`src/rtl/vbl_pkg.sv`:
```
package vbl_pkg;

    typedef struct packed {
        logic vblank;
        logic vblank_out;
        logic ref_red;
        logic ref_green;
        logic ref_blue;
    } vbl_out_t;

    localparam int unsigned DEFAULT_POS = 4;
    localparam int unsigned RED_OFS     = 16;

endpackage

```
`src/rtl/vbl_line_tracker.sv`:
```
module vbl_line_tracker #(
    parameter int unsigned LINE_W = 11
) (
    input  logic              clk,
    input  logic              rst_n,
    input  logic              line_stb,
    input  logic              vsync,
    input  logic              field_odd,
    output logic [LINE_W-1:0] cnt_nxt,
    output logic [LINE_W-1:0] len_nxt,
    output logic              len_ok_nxt,
    output logic              synced_nxt,
    output logic              odd_nxt
);

    localparam logic [LINE_W-1:0] CNT_MAX = {LINE_W{1'b1}};

    typedef struct packed {
        logic [LINE_W-1:0] cnt;
        logic [LINE_W-1:0] len;
        logic              len_ok;
        logic              synced;
        logic              odd;
        logic              pend;
        logic              vs;
    } trk_t;

    trk_t trk_d, trk_q;
    logic vs_rise;
    logic restart;

    always_comb begin
        trk_d   = trk_q;
        vs_rise = vsync && !trk_q.vs;
        restart = line_stb && (trk_q.pend || vs_rise);
        trk_d.vs = vsync;
        if (vs_rise) begin
            trk_d.pend = 1'b1;
        end
        if (restart) begin
            trk_d.pend   = 1'b0;
            trk_d.cnt    = {{(LINE_W-1){1'b0}}, 1'b1};
            trk_d.odd    = field_odd;
            trk_d.synced = 1'b1;
            if (trk_q.synced) begin
                trk_d.len    = trk_q.cnt;
                trk_d.len_ok = 1'b1;
            end
        end else if (line_stb && trk_q.synced && trk_q.cnt != CNT_MAX) begin
            trk_d.cnt = trk_q.cnt + 1'b1;
        end
    end

    always_ff @(posedge clk) begin
        if (!rst_n) begin
            trk_q <= '0;
        end else begin
            trk_q <= trk_d;
        end
    end

    assign cnt_nxt    = trk_d.cnt;
    assign len_nxt    = trk_d.len;
    assign len_ok_nxt = trk_d.len_ok;
    assign synced_nxt = trk_d.synced;
    assign odd_nxt    = trk_d.odd;

    AST_RESTART_AT_ONE: assert property (@(posedge clk) disable iff (!rst_n)
        (line_stb && vsync && !trk_q.vs) |=> (trk_q.cnt == 1));
    AST_COUNT_NONZERO: assert property (@(posedge clk) disable iff (!rst_n)
        trk_q.synced |-> (trk_q.cnt != 0));

endmodule

```
`src/rtl/vbl_window_calc.sv`:
```
module vbl_window_calc
    import vbl_pkg::*;
#(
    parameter int unsigned LINE_W = 11,
    parameter int unsigned LEAD_W = 6,
    parameter int unsigned POS_W  = 4,
    parameter int unsigned EXT_W  = 3,
    parameter int unsigned CLIP_W = 6
) (
    input  logic [LINE_W-1:0] cnt,
    input  logic [LINE_W-1:0] len,
    input  logic              len_ok,
    input  logic              synced,
    input  logic              odd,
    input  logic [LEAD_W-1:0] blank_lead,
    input  logic [POS_W-1:0]  ref_pos,
    input  logic [EXT_W-1:0]  blank_ext,
    input  logic              pos_sel,
    input  logic              clip_en,
    input  logic [CLIP_W-1:0] clip_lines,
    output vbl_out_t          win
);

    localparam int unsigned WW = LINE_W + 2;

    logic [WW-1:0] cnt_w, len_w, pos_w, red_l, blue_l, end_l, out_end_l;
    logic [WW-1:0] ext_w, gap_w, lead_sum, clip_sum, clip_w;
    logic          tail_hit, clip_hit;

    always_comb begin
        cnt_w    = WW'(cnt);
        len_w    = WW'(len);
        ext_w    = WW'(blank_ext);
        clip_w   = WW'(clip_lines);
        pos_w    = pos_sel ? WW'(ref_pos) : WW'(DEFAULT_POS);
        red_l    = pos_w + WW'(RED_OFS) + (odd ? WW'(0) : WW'(1));
        blue_l   = red_l + WW'(2);
        end_l    = blue_l + ext_w;
        gap_w    = (blank_ext == '0) ? WW'(1) : ext_w;
        out_end_l = blue_l + gap_w;
        lead_sum = cnt_w + WW'(blank_lead);
        clip_sum = cnt_w + clip_w;
        tail_hit = len_ok && (lead_sum > len_w);
        clip_hit = clip_en && ((cnt_w <= clip_w) || (len_ok && clip_sum > len_w));

        win = '0;
        if (synced) begin
            win.ref_red    = (cnt_w == red_l);
            win.ref_green  = (cnt_w == red_l + WW'(1));
            win.ref_blue   = (cnt_w == blue_l);
            win.vblank     = (cnt_w <= end_l) || tail_hit || clip_hit;
            win.vblank_out = (cnt_w <= out_end_l) || tail_hit || clip_hit;
        end
    end

endmodule

```
`src/rtl/vbl_refgen.sv`:
```
module vbl_refgen
    import vbl_pkg::*;
#(
    parameter int unsigned LINE_W = 11,
    parameter int unsigned LEAD_W = 6,
    parameter int unsigned POS_W  = 4,
    parameter int unsigned EXT_W  = 3,
    parameter int unsigned CLIP_W = 6
) (
    input  logic              clk,
    input  logic              rst_n,
    input  logic              line_stb,
    input  logic              vsync,
    input  logic              field_odd,
    input  logic [LEAD_W-1:0] blank_lead,
    input  logic [POS_W-1:0]  ref_pos,
    input  logic [EXT_W-1:0]  blank_ext,
    input  logic              pos_sel,
    input  logic              clip_en,
    input  logic [CLIP_W-1:0] clip_lines,
    output logic              vblank,
    output logic              vblank_out,
    output logic              ref_red,
    output logic              ref_green,
    output logic              ref_blue
);

    logic [LINE_W-1:0] cnt_nxt, len_nxt;
    logic              len_ok_nxt, synced_nxt, odd_nxt;
    vbl_out_t          win;
    vbl_out_t          out_d, out_q;

    vbl_line_tracker #(.LINE_W(LINE_W)) u_trk (
        .clk        (clk),
        .rst_n      (rst_n),
        .line_stb   (line_stb),
        .vsync      (vsync),
        .field_odd  (field_odd),
        .cnt_nxt    (cnt_nxt),
        .len_nxt    (len_nxt),
        .len_ok_nxt (len_ok_nxt),
        .synced_nxt (synced_nxt),
        .odd_nxt    (odd_nxt)
    );

    vbl_window_calc #(
        .LINE_W (LINE_W),
        .LEAD_W (LEAD_W),
        .POS_W  (POS_W),
        .EXT_W  (EXT_W),
        .CLIP_W (CLIP_W)
    ) u_win (
        .cnt        (cnt_nxt),
        .len        (len_nxt),
        .len_ok     (len_ok_nxt),
        .synced     (synced_nxt),
        .odd        (odd_nxt),
        .blank_lead (blank_lead),
        .ref_pos    (ref_pos),
        .blank_ext  (blank_ext),
        .pos_sel    (pos_sel),
        .clip_en    (clip_en),
        .clip_lines (clip_lines),
        .win        (win)
    );

    always_comb begin
        out_d = out_q;
        if (line_stb) begin
            out_d = win;
        end
    end

    always_ff @(posedge clk) begin
        if (!rst_n) begin
            out_q <= '0;
        end else begin
            out_q <= out_d;
        end
    end

    assign vblank     = out_q.vblank;
    assign vblank_out = out_q.vblank_out;
    assign ref_red    = out_q.ref_red;
    assign ref_green  = out_q.ref_green;
    assign ref_blue   = out_q.ref_blue;

    AST_REF_ONEHOT: assert property (@(posedge clk) disable iff (!rst_n)
        $onehot0({ref_red, ref_green, ref_blue}));
    AST_LINE_ALIGNED: assert property (@(posedge clk) disable iff (!rst_n)
        !$past(line_stb) |-> $stable(out_q));
    AST_OUT_COVERS_INT: assert property (@(posedge clk) disable iff (!rst_n)
        vblank |-> vblank_out);
    AST_BLUE_GAP: assert property (@(posedge clk) disable iff (!rst_n)
        (line_stb && ref_blue) |=> vblank_out);

endmodule

```
`config.mk`:
```
export PLATFORM = sky130hd
export DESIGN_NAME = vbl_refgen
export DESIGN_NICKNAME = d
export VERILOG_FILES = /design/src/rtl/vbl_pkg.sv /design/src/rtl/vbl_line_tracker.sv /design/src/rtl/vbl_window_calc.sv /design/src/rtl/vbl_refgen.sv
export SDC_FILE = /design/constraint.sdc
export NUM_CORES = 1
export LEC_CHECK = 0
export ABC_CLOCK_PERIOD_IN_PS = 6670
export CORE_MARGIN = 10
export CORE_UTILIZATION = 55
export DETAILED_ROUTE_END_ITERATION = 12
export GPL_TIMING_DRIVEN = 0
export PLACE_DENSITY_LB_ADDON = 0.15
export SYNTH_ARGS = -nofsm -noshare
export SYNTH_HDL_FRONTEND = slang
export SYNTH_SLANG_ARGS = --single-unit
```
`constraint.sdc`:
```
create_clock -name clk -period 6.67 [get_ports clk]
set_clock_uncertainty 0.1 [all_clocks]
set_input_delay 0.667 -clock clk [delete_from_list [all_inputs] [get_ports clk]]
set_output_delay 0.667 -clock clk [all_outputs]
set_load 0.02 [all_outputs]
```
# [Yosys cells after proc, flatten, opt, wreduce, memory -nomap -nowiden]
# Index checks and enable logic that the tools add are counted.
[op_classes] n_addsub=9 magnitude_cmp=5 eq_ne=4 n_mux=9 bitwise=1 n_reduce_logical=16
[ops] cell="$eq A11 B13 Y1" count=3
[ops] cell="$add A13 B13 Y13" count=2
[ops] cell="$gt A13 B11 Y1" count=2
[ops] cell="$le A11 B13 Y1" count=2
[ops] cell="$add A11 B6 Y12" count=2
[ops] cell="$mux W11" count=2
[ops] cell="$mux W15" count=1
[ops] cell="$add A13 B1 Y13 const B" count=1
[ops] cell="$add A13 B2 Y13 const B" count=1
[ops] cell="$add A13 B3 Y13" count=1
[ops] cell="$add A13 B5 Y13 const B" count=1
[ops] cell="$mux W12" count=1
[ops] cell="$add A11 B1 Y11 const B" count=1
[ops] cell="$le A11 B6 Y1" count=1
[ops] cell="$ne A11 B11 Y1 const B" count=1
[ops] cell="$logic_and A1 B1 Y1" count=7
[ops] cell="$logic_or A1 B1 Y1" count=6
[ops] cell="$mux W5" count=1
[ops] cell="$mux W4" count=1
[ops] cell="$logic_not A3 Y1" count=1
[ops] cell="$mux W3" count=1
[ops] cell="$mux W1" count=2
[ops] cell="$reduce_or A2 Y1" count=1
[ops] cell="$logic_not A1 Y1" count=1
[ops] cell="$not A1 Y1" count=1
[totals] reg_bits=32 inputBits=26 elab_cells=56

# [Depth between registers and ports, before layout]
[logic_depth] word_depth=13 mapped_depth=23 mapped_depth_nobuf=23

# [By module]
# From an unflattened synthesis, not the netlist that was laid out.
[unflattened] hier_cells=494 hier_area_um2=4088.9
[modules_own_cells] module="vbl_window_calc" instances=1 cells_per_inst=341 area_each_um2=2546.2 seq_area_each_um2=0.0
[modules_own_cells] module="vbl_line_tracker" instances=1 cells_per_inst=137 area_each_um2=1350.0 seq_area_each_um2=540.5
[modules_own_cells] module="vbl_refgen" instances=1 cells_per_inst=16 area_each_um2=192.7 seq_area_each_um2=100.1

# [Worst setup path after synthesis]
# OpenSTA, ideal clock, no wires.
[synth_timing] path_type="input to register" from="input vsync" to="register out_q (netlist bit vblank_out)" setup_time_ns=0.122 arrival_ns=4.825 setup_slack_ns=1.623 path_stages=22 path_buffers=2 cell_sequence="nor2b_1 o21a_1 clkbuf_1 clkbuf_1 a21oi_1 inv_1 fa_1 inv_1 a21o_1 a21oi_1 o21bai_1 a21oi_1 xnor2_1 ha_1 a21o_1 a21o_1 a21o_1 a21o_1 a221o_1 a211oi_1 o22ai_1 a221o_1"
[synth_lines] element="start: declaration" line_no="vbl_refgen.sv:13" text="input logic vsync,"
[synth_lines] element="$logic_and A1 B1 Y1 *" line_no="vbl_line_tracker.sv:34" text="vs_rise = vsync && !trk_q.vs;"
[synth_lines] element="$logic_or A1 B1 Y1 *" line_no="vbl_line_tracker.sv:35" text="restart = line_stb && (trk_q.pend || vs_rise);"
[synth_lines] element="$logic_and A1 B1 Y1 *" line_no="vbl_line_tracker.sv:35"
[synth_lines] element="$mux W11 *" line_no="vbl_line_tracker.sv:40" text="if (restart) begin"
[synth_lines] element="via cnt_nxt[1]" line_no="vbl_refgen.sv:28" text="logic [LINE_W-1:0] cnt_nxt, len_nxt;"
[synth_lines] element="$add A11 B6 Y12" line_no="vbl_window_calc.sv:42" text="clip_sum = cnt_w + clip_w;"
[synth_lines] element="$gt A13 B11 Y1" line_no="vbl_window_calc.sv:44" text="clip_hit = clip_en && ((cnt_w <= clip_w) || (len_ok && clip_sum > len_w));"
[synth_lines] element="$logic_and A1 B1 Y1" line_no="vbl_window_calc.sv:44"
[synth_lines] element="$logic_or A1 B1 Y1" line_no="vbl_window_calc.sv:44"
[synth_lines] element="$logic_and A1 B1 Y1" line_no="vbl_window_calc.sv:44"
[synth_lines] element="$logic_or A1 B1 Y1 *" line_no="vbl_window_calc.sv:52" text="win.vblank_out = (cnt_w <= out_end_l) || tail_hit || clip_hit;"
[synth_lines] element="$mux W5 *" line_no="vbl_window_calc.sv:47" text="if (synced) begin"
[synth_lines] element="end signal: assignment" line_no="vbl_refgen.sv:78" text="out_q <= out_d;"
[synth_lines] element="end: declaration" line_no="vbl_refgen.sv:31" text="vbl_out_t out_d, out_q;"
# The timed path passes the listed nets; every way through them passes the cells marked *.
# A chain may end at the register's enable or synchronous reset.

# [Final worst setup path]
# Same ends and word-level chain as after synthesis.

==> results.yml <==
critical_path:
  path_delay_family: "compound AO/OA/AOI/OAI gates"
  crit_buf_inv: 4
  cp_data_arrival_time_ns: 6.16
  cp_common_cell: "nor2_1"
  crit_required_ns: 6.74
  cp_max_fo: 10
  cpMaxStageDelayCell: "a21oi_1"
  critical_path_class: "primary input to flip-flop"
  start_kind: "primary input"
  end_kind: "flip-flop"
  path_cells: "clkdlybuf4s50_1 > nor2b_1 > o21a_1 > clkbuf_1 > clkbuf_1 > a21oi_1 > inv_1 > fa_1 > nor2_1 > nor2_1 > nor2_1 > nor2_1 > o21ai_0 > nand2_1 > xnor2_1 > ha_1 > a21o_1 > a21o_1 > a21oi_1 > a211oi_1 > a211oi_1 > o22ai_1 > a221o_1"
  cp_slowest_stage_delay_ns: 0.85
placed_design:
  dp_hpwl_um: 7210
  io_buffers: 30
  finalWeightedCongestion: 0.938
  dp_slack_ns: 0.333
cts:
  cts_tree: "yes"
  clkTransAtPathRegs_ns: 0.06
  clockBufferDepth: 2
  ctsHoldBuffers: 0
  cts_max_level: 2
  numCtsBuffers: 5
  clock_sinks: 32
  clk-insertion-delay-late_ns: 0.28
  cts_resized: 0
  clockRootBuffer: "clkbuf_8"
  post_cts.repair.setup_buffers: 0
grt:
  overflow: 0
  antenna_found_initial: 0
  grt_pass1_vias: 3205
  grt_max_degree: 12
  grt_pass1_wl_um: 14800
  gr-usage-all-layers_pct: 17.8
sta:
  tightest_slew_ns: 1.03
  setup_tns_ns: 0
  fin_crit_sh_pct: 91.4
  finalSetupViolCount: 0
  min_period_ns: 6.10
  final.setup.worst_slack_ns: 0.574
  maxSlewHeadroom_pct: 31.1
  hold_violations: 0
  drv_slew: 0
  rsz0062_at_grt: "false"
  max_freq_mhz: 164
routing:
  wire_per_inst_um: 16.1
  drtIter0Drc: 150
  wl_um: 8930
  drt_first_pass_iters: 4
  vias: 3238
  ant_nets: 0
  drcViolationCount: 0
  detail_route.vias_per_cell: 5.82
yosys:
  yosysWarnings: 0
  syn_inst: 440
  synth_cell_types: 51
  synthSimpleGateAreaFrac_pct: 19.6
  synthFlopType: "dfxtp_1"
  synth-seq-cells: 32
  synth-xor-area-share_pct: 10.1
  seq_area_frac_synth_pct: 17.6
  avgSynthCellArea_um2: 8.26
  synth_area_leaders: "ha_1 (24%), dfxtp_1 (18%), xnor2_1 (5.8%)"
  synth_area_leader_cell: "ha_1"
  async_reset_ff_share_pct: 0
  yosys.area_share.adder_pct: 26.3
  synthMuxAreaShare_pct: 4.17
  synth_top_family_by_area: "adder cells"
  synth_compound_area_share_pct: 17.6
  yosys.area.top_type_share_pct: 24.1
  synth_edf_count: 0
  syn-cell-area_mm2: 0.00363
die:
  start_util_pct: 56.9
  ios: 31
  core_mm2: 0.00639
  die_x_um: 101
  rows: 29
  die_h_um: 101
  die_area_mm2: 0.0103
finish:
  post-route-util_pct: 64.6
  drive_gt1_share_pct: 3.76
  syn2layout_area_growth_pct: 13.6
  multi_input_area_mm2: 0.00283
  seq_area_um2: 641
  layout_commonest_cell: "ha_1"
  fillers: 588
  diodes: 0
  fin_nets: 578
  final_cell_mix: "ha_1 (70), nor2_1 (42), dfxtp_1 (32)"
run:
  cap_violations: 0
power_and_ir_drop:
  p_total_w: 0.000554
  p_leak_nw: 1.95
  vdd_drop_max_mv: 0.127
  powerDensity_mw_per_mm2: 134
min_path:
  worstHoldPathType: "flip-flop to flip-flop"
status:
  outcome: "finished, final reports clean"
where the power goes:
part	switching, W	internal [W]	leakage (nW)	total (W)
logic	0.000109	0.0000959	1.64	0.000205
registers	0.00000309	0.000195	0.259	0.000198
clock network	0.0000678	0.0000821	0.0510	0.000150
total	0.000180	0.000373	1.95	0.000554
state kept, by name, summed over array words and instances (netlist names):
name         flops
ref_blue         1
ref_green        1
ref_red          1
u_trk.trk_q     27
vblank           1
vblank_out       1
metrics by stage:
| stage | hold WS, ns | instances | area [µm²] |
|---|---|---|---|
| after floorplan | 0.346 | 441 | 3640 |
| after global placement | 0.353 | 548 | 4030 |
| after detailed placement | 0.360 | 548 | 4030 |
| after CTS | 0.375 | 556 | 4130 |
| after global routing | 0.399 | 556 | 4130 |
| final | 0.372 | 556 | 4130 |
metal layers:
layer	vias up	global-route usage, %	share of wire, %
li1	1664	-	-
met1	1470	20.9	43
met2	88	30.9	48
met3	16	3.20	7.0
met4	0	7.29	2.6
met5	-	0	0
worst register-to-register path: stages (launching register included):
cell	delay [ns]
dfxtp_1	0.34
ha_1	0.25
and2_1	0.19
a41oi_1	0.39
nand2_1	0.10
a21oi_1	0.79
inv_1	0.26
fa_1	0.46
nor2_1	0.10
nor2_1	0.04
nor2_1	0.08
nor2_1	0.06
o21ai_0	0.52
nand2_1	0.15
xnor2_1	0.16
ha_1	0.31
a21o_1	0.16
a21o_1	0.17
a21oi_1	0.20
a211oi_1	0.10
a211oi_1	0.23
o22ai_1	0.15
a221o_1	0.28
synthesized netlist by cell type, drive strengths merged, types with 10 or more instances:
| cell type | instances |
|---|---|
| o21ai | 19 |
| xnor2 | 24 |
| nand4 | 15 |
| nand3 | 11 |
| a21o | 12 |
| dfxtp | 32 |
| nor3 | 11 |
| mux2i | 14 |
| xor2 | 18 |
| a21oi | 26 |
| and2 | 10 |
| nand2 | 27 |
| ha | 70 |
| nor2b | 10 |
| nor2 | 42 |
| inv | 28 |
cell type report:
cell class / count / area share (%)
Clock inverter: 2 / 0.243
Timing Repair Buffer: 30 / 7.28
Buffer: 11 / 1.36
Multi-Input combinational cell: 370 / 68.7
Tap cell: 77 / 2.34
Sequential cell: 32 / 15.5
Inverter: 28 / 2.55
Clock buffer: 6 / 2.00
final timing paths:
kind	from	to	slack, ns	depth (start not counted)
max	vsync	vblank_out$_SDFFE_PN0P_	0.57	23
min reg2reg	ref_green$_SDFFE_PN0P_	ref_green$_SDFFE_PN0P_	0.37	2
min	ref_green$_SDFFE_PN0P_	ref_green$_SDFFE_PN0P_	0.37	2
max reg2reg	u_trk.trk_q[16]$_SDFF_PN0_	vblank_out$_SDFFE_PN0P_	0.95	22
kinds of logic after synthesis:
family | Yosys count
adders and majority gates | 74
other | 1
muxes | 15
buffers and inverters | 39
AOI/OAI and AO/OA | 96
xor gates and xnor gates | 42
DFF | 32
and+or+nand+nor | 141
No activity file was read; power rests on OpenSTA's default activity.
